`config.mk`:
```
export PLATFORM = sky130hd
export DESIGN_NAME = irq_level_arb
export DESIGN_NICKNAME = d
export VERILOG_FILES = /design/src/rtl/irq_arb_pkg.sv /design/src/rtl/irq_src_latch.sv /design/src/rtl/irq_pick.sv /design/src/rtl/irq_mask_reg.sv /design/src/rtl/irq_level_arb.sv
export SDC_FILE = /design/constraint.sdc
export NUM_CORES = 1
export LEC_CHECK = 0
export ABC_CLOCK_PERIOD_IN_PS = 2100
export BUFFER_PORTS_ARGS = -buffer_cell sky130_fd_sc_hd__buf_2
export CORE_AREA = 2 2 39 41
export CTS_BUF_LIST = sky130_fd_sc_hd__clkbuf_4 sky130_fd_sc_hd__clkbuf_8 sky130_fd_sc_hd__clkbuf_16
export DETAILED_ROUTE_END_ITERATION = 16
export DIE_AREA = 0 0 41 43
export HOLD_SLACK_MARGIN = 0.12
export PLACE_DENSITY = 0.68
export SKIP_CTS_REPAIR_TIMING = 1
export SYNTH_ARGS = -nofsm -noshare
export SYNTH_HDL_FRONTEND = slang
export SYNTH_HIERARCHICAL = 1
export SYNTH_SLANG_ARGS = --single-unit
```
`constraint.sdc`:
```
create_clock -name clk_i -period 2.1 [get_ports clk_i]
set_clock_uncertainty 0.15 [all_clocks]
set_input_delay 0.42 -clock clk_i [delete_from_list [all_inputs] [get_ports clk_i]]
set_output_delay 0.42 -clock clk_i [all_outputs]
set_load 0.01 [all_outputs]
```
`src/rtl/irq_arb_pkg.sv`:
```
package irq_arb_pkg;
  localparam int MASK_W = 3;
  localparam int NSRC   = 2;
  localparam int VEC_W  = (NSRC > 1) ? $clog2(NSRC) : 1;

  typedef logic [MASK_W-1:0] lvl_t;

  typedef struct packed {
    logic             vld;
    logic [VEC_W-1:0] vec;
    lvl_t             lvl;
  } take_t;

  localparam lvl_t MASK_TOP = {MASK_W{1'b1}};
endpackage

```
`src/rtl/irq_src_latch.sv`:
```
module irq_src_latch (
  input  logic clk_i,
  input  logic rst_ni,
  input  logic raise_i,
  input  logic lower_i,
  input  logic take_i,
  output logic pend_o,
  output logic line_o
);
  always_ff @(posedge clk_i or negedge rst_ni) begin
    if (!rst_ni) begin
      pend_o <= 1'b0;
      line_o <= 1'b0;
    end else begin
      // lower beats raise, raise beats acceptance
      if (lower_i) begin
        pend_o <= 1'b0;
        line_o <= 1'b0;
      end else if (raise_i) begin
        pend_o <= 1'b1;
        line_o <= 1'b1;
      end else if (take_i) begin
        pend_o <= 1'b0;
      end
    end
  end
endmodule

```
`src/rtl/irq_pick.sv`:
```
module irq_pick
  import irq_arb_pkg::*;
#(
  parameter logic [NSRC*MASK_W-1:0] LVL_VEC = {3'd6, 3'd4}
) (
  input  logic [NSRC-1:0] elig_i,
  input  lvl_t            mask_i,
  input  logic            busy_i,
  output logic [NSRC-1:0] take_oh_o,
  output take_t           take_o
);
  always_comb begin
    take_oh_o = '0;
    take_o    = '0;
    if (!busy_i) begin
      for (int i = 0; i < NSRC; i++) begin
        if (!take_o.vld && elig_i[i] && (LVL_VEC[i*MASK_W +: MASK_W] > mask_i)) begin
          take_oh_o[i] = 1'b1;
          take_o.vld   = 1'b1;
          take_o.vec   = VEC_W'(i);
          take_o.lvl   = LVL_VEC[i*MASK_W +: MASK_W];
        end
      end
    end
  end
endmodule

```
`src/rtl/irq_mask_reg.sv`:
```
module irq_mask_reg
  import irq_arb_pkg::*;
(
  input  logic clk_i,
  input  logic rst_ni,
  input  logic exc_i,
  input  logic ld_i,
  input  lvl_t ld_val_i,
  input  logic take_vld_i,
  input  lvl_t take_lvl_i,
  output lvl_t mask_o
);
  always_ff @(posedge clk_i or negedge rst_ni) begin
    if (!rst_ni)         mask_o <= MASK_TOP;
    else if (exc_i)      mask_o <= MASK_TOP;
    else if (ld_i)       mask_o <= ld_val_i;
    else if (take_vld_i) mask_o <= take_lvl_i;
  end
endmodule

```
`src/rtl/irq_level_arb.sv`:
```
module irq_level_arb
  import irq_arb_pkg::*;
#(
  parameter logic [NSRC*MASK_W-1:0] LVL_VEC = {3'd6, 3'd4}
) (
  input  logic             clk_i,
  input  logic             rst_ni,
  input  logic [NSRC-1:0]  raise_i,
  input  logic [NSRC-1:0]  lower_i,
  input  logic             exc_i,
  input  logic             mask_ld_i,
  input  logic [MASK_W-1:0] mask_val_i,
  output logic             take_o,
  output logic [VEC_W-1:0] take_vec_o,
  output logic [MASK_W-1:0] take_lvl_o,
  output logic [MASK_W-1:0] mask_o,
  output logic [NSRC-1:0]  pend_o,
  output logic [NSRC-1:0]  line_o
);
  logic [NSRC-1:0] take_oh;
  logic [NSRC-1:0] elig;
  take_t           take_d;
  take_t           take_q;
  logic            busy;

  assign busy = exc_i | mask_ld_i;
  assign elig = pend_o & ~lower_i;

  for (genvar g = 0; g < NSRC; g++) begin : g_src
    irq_src_latch u_latch (
      .clk_i  (clk_i),
      .rst_ni (rst_ni),
      .raise_i(raise_i[g]),
      .lower_i(lower_i[g]),
      .take_i (take_oh[g]),
      .pend_o (pend_o[g]),
      .line_o (line_o[g])
    );
  end

  irq_pick #(.LVL_VEC(LVL_VEC)) u_pick (
    .elig_i   (elig),
    .mask_i   (mask_o),
    .busy_i   (busy),
    .take_oh_o(take_oh),
    .take_o   (take_d)
  );

  irq_mask_reg u_mask (
    .clk_i     (clk_i),
    .rst_ni    (rst_ni),
    .exc_i     (exc_i),
    .ld_i      (mask_ld_i),
    .ld_val_i  (mask_val_i),
    .take_vld_i(take_d.vld),
    .take_lvl_i(take_d.lvl),
    .mask_o    (mask_o)
  );

  always_ff @(posedge clk_i or negedge rst_ni) begin
    if (!rst_ni) take_q <= '0;
    else         take_q <= take_d;
  end

  assign take_o     = take_q.vld;
  assign take_vec_o = take_q.vec;
  assign take_lvl_o = take_q.lvl;
endmodule

```
==> key figures <==
Global route
  • Overall Global Routing Usage: 11.51%
  • Largest net degree at the start of global routing: 13
  • Vias in the first global route: 300
  • Antenna violations before repair: 0
  • GRT overflow: 0
  • Global-route wire length before repair: 1255 um

Layout
  • Design Area, Final: 665.6 sq um
  • Non-filler cells, final: 85
  • Diodes inserted: 0
  • Layout area overhead: 28.50%
  • Nets: 81
  • Share of layout cells above drive strength 1: 47.83%

Yosys
  • Unique masters post-synth: 15
  • Synth area leader: dfrtp_1
  • Ys async rst share: 100.0%
  • Synthesized area: 518.0 sq um
  • Synth top area cells: dfrtp_1, dfstp_2, mux2i_1, buf_4, nor2_1
  • Post-synthesis cell count: 45
  • Synth warn: 6
  • Share of the synthesized area in the top cell type: 43.48%
  • Syn nets: 56
  • Post-synthesis register bit count: 12
  • Avg Inst Size Synth: 11.51 sq um
  • Post-synthesis sequential area ratio: 58.70%
  • Number of synthesized flops with an enable pin: 0
  • Ys flop type: dfrtp_1

Route
  • Post-Route WL: 822 um
  • Antenna Nets Post-Route: 0
  • WL per Instance: 9.671 um
  • Residual DRC: 0
  • Initial DRC Count: 3
  • Pre-antenna DRT Iters: 4
  • Via Count: 370
  • Vias per cell: 4.353

Critical path
  • Setup CP Type: reg2out
  • Crit-path max FO: 4
  • Peak per-stage delay on the critical path: 550 ps
  • FF-to-FF setup slack: 600 ps
  • Crit path required time: 1530 ps
  • CP arrival: 940 ps
  • Top delay family on crit path: flip-flops
  • CP endpoint kind: output pin
  • CP max-delay cell: dfstp_2
  • CP Launch Type: flop
  • Crit path cell chain: buf_2
  • Reg-to-Reg Start: g_src[1].u_latch/pend_o$_DFFE_PN0P_
  • Crit path buffers/inverters: 1
  • Worst reg2reg endpoint: u_mask/mask_o[1]$_DFFE_PN1P_
  • R2R cell count: 6

Pwr
  • Leak pwr: 0.3303 nW
  • Pwr/cell area: 695.9 nW/um^2
  • Tot Pwr: 0.0004632 W
  • Peak supply drop: 0.3354 mV

Flow run
  • Max-Cap Viols: 0

Hold path
  • Hold path startpoint: lower_i[1]
  • Hold path cells: 2
  • Worst Hold Class: in2reg
  • Hold Path End: g_src[1].u_latch/pend_o$_DFFE_PN0P_

Clock tree
  • CTS buffer count: 3
  • Max clock buf depth: 2
  • CTS sink count: 12
  • Clock Pin Slew Worst Setup and Hold Paths: 70 ps
  • Clock H-tree levels: 1
  • TritonCTS clock tree: done
  • Clock root buffer: clkbuf_4
  • Clock latency on the worst-skew pair: 260 ps

Placed design
  • HPWL Detailed: 613.6 um
  • GPL Wtd Cong: 0.6378
  • Port bufs: 22
  • Placement Setup Slack: 412.7 ps
  • Area after DPL: 625.6 sq um
  • Dpl cells: 80

Floorplan
  • Die Footprint: 1763 sq um
  • Initial Utilization: 37.43%
  • # IOs: 23
  • Die Y: 43 um
  • Core area: 1384 sq um
  • Core Rows: 14
  • Die width: 41 um

Timing
  • Min setup slack post-route: 589.8 ps
  • Slew Limit Fails: 0
  • Final hold viol count: 0
  • Period utilisation layout: 71.92%
  • Final setup fails: 0
  • Min Clock Period, post-route: 1510 ps
  • Setup TNS: 0 ps
  • RSZ-0062 raised after global routing: no
  • FMAX: 662.1 MHz

Run status
  • Status: finished clean
==> cells by family (layout without fill, tap and decap cells) <==
kind of cell    count (synthesis)  after routing  share of synthesized area [%]
compound gates                  7              7                          9.180
flops                          12             12                          58.70
buf+inv                         6             30                          7.247
simple gates                   16             16                          18.36
other cells                     1              1                         0.7239
mux                             3              3                          5.797
==> metrics by stage <==
step	hold WS (ps)	util, %
after floorplan	-25.59	-
after global placement	156.1	45.21
after detailed placement	161.2	45.21
after CTS	-138.8	47.38
after global routing	169.5	48.10
final	177.4	48.10
==> cell type report <==
type                    count  area (sq um)
well taps                  16         20.02
fillers                   135         718.2
inverters                   2         7.507
flip-flops and latches     12         304.0
repair buffers             24         127.6
clock buffers               4         30.03
multi-input cells          27         176.4
==> worst max-delay path by stage <==
stage / start / end / slack [ps] / cells after the start
after floorplan: g_src[1].u_latch/pend_o$_DFFE_PN0P_ / u_mask/mask_o[1]$_DFFE_PN1P_ / 540 / 6
after global placement: lower_i[1] / u_mask/mask_o[0]$_DFFE_PN1P_ / 430 / 7
after detailed placement: lower_i[1] / u_mask/mask_o[1]$_DFFE_PN1P_ / 410 / 7
after CTS: u_mask/mask_o[2]$_DFFE_PN1P_ / mask_o[2] / 570 / 1
after global routing: g_src[1].u_latch/pend_o$_DFFE_PN0P_ / u_mask/mask_o[0]$_DFFE_PN1P_ / 500 / 6
final: u_mask/mask_o[2]$_DFFE_PN1P_ / mask_o[2] / 590 / 1
==> where the power goes <==
group	internal (W)	switching, W	leakage (nW)
logic	0.0000264	0.0000296	0.163
registers	0.000244	0.00000545	0.149
clock network	0.0000863	0.0000710	0.0184
total	0.000357	0.000106	0.330
==> layer usage <==
metal,wire [um],share of wire [%],track usage (%)
met5,0,0,0
met1,387,47,16.16
met3,67,8.2,3.141
met4,12,1.5,12.00
met2,354,43,12.81
==> sequential cells by signal, summed over array words and instances, names as in the netlist <==
signal / cells
g_src.u_latch/pend_o: 2
take_lvl_o: 3
u_mask/mask_o: 3
g_src.u_latch/line_o: 2
take_vec_o: 1
take_o: 1
==> cells in the final DEF (no fill, tap or decap), types with 2 or more instances in the layout <==
cell / synthesis / layout
nand2b_1: 3 / 3
dfrtp_1: 9 / 9
clkbuf_4: 0 / 4
nor2_1: 6 / 6
a21oi_2: 2 / 2
a21oi_1: 4 / 4
inv_1: 2 / 2
mux2i_1: 3 / 3
nor2b_1: 2 / 2
dfstp_2: 3 / 3
nor3b_1: 3 / 3
buf_2: 0 / 22
==> synth_stat cells, types with 2 or more instances <==
master,count
nor2_1,6
dfstp_2,3
nand2b_1,3
nor3b_1,3
mux2i_1,3
dfrtp_1,9
nor2b_1,2
inv_1,2
a21oi_2,2
buf_4,4
a21oi_1,4
(Power assumes the default switching activity.)
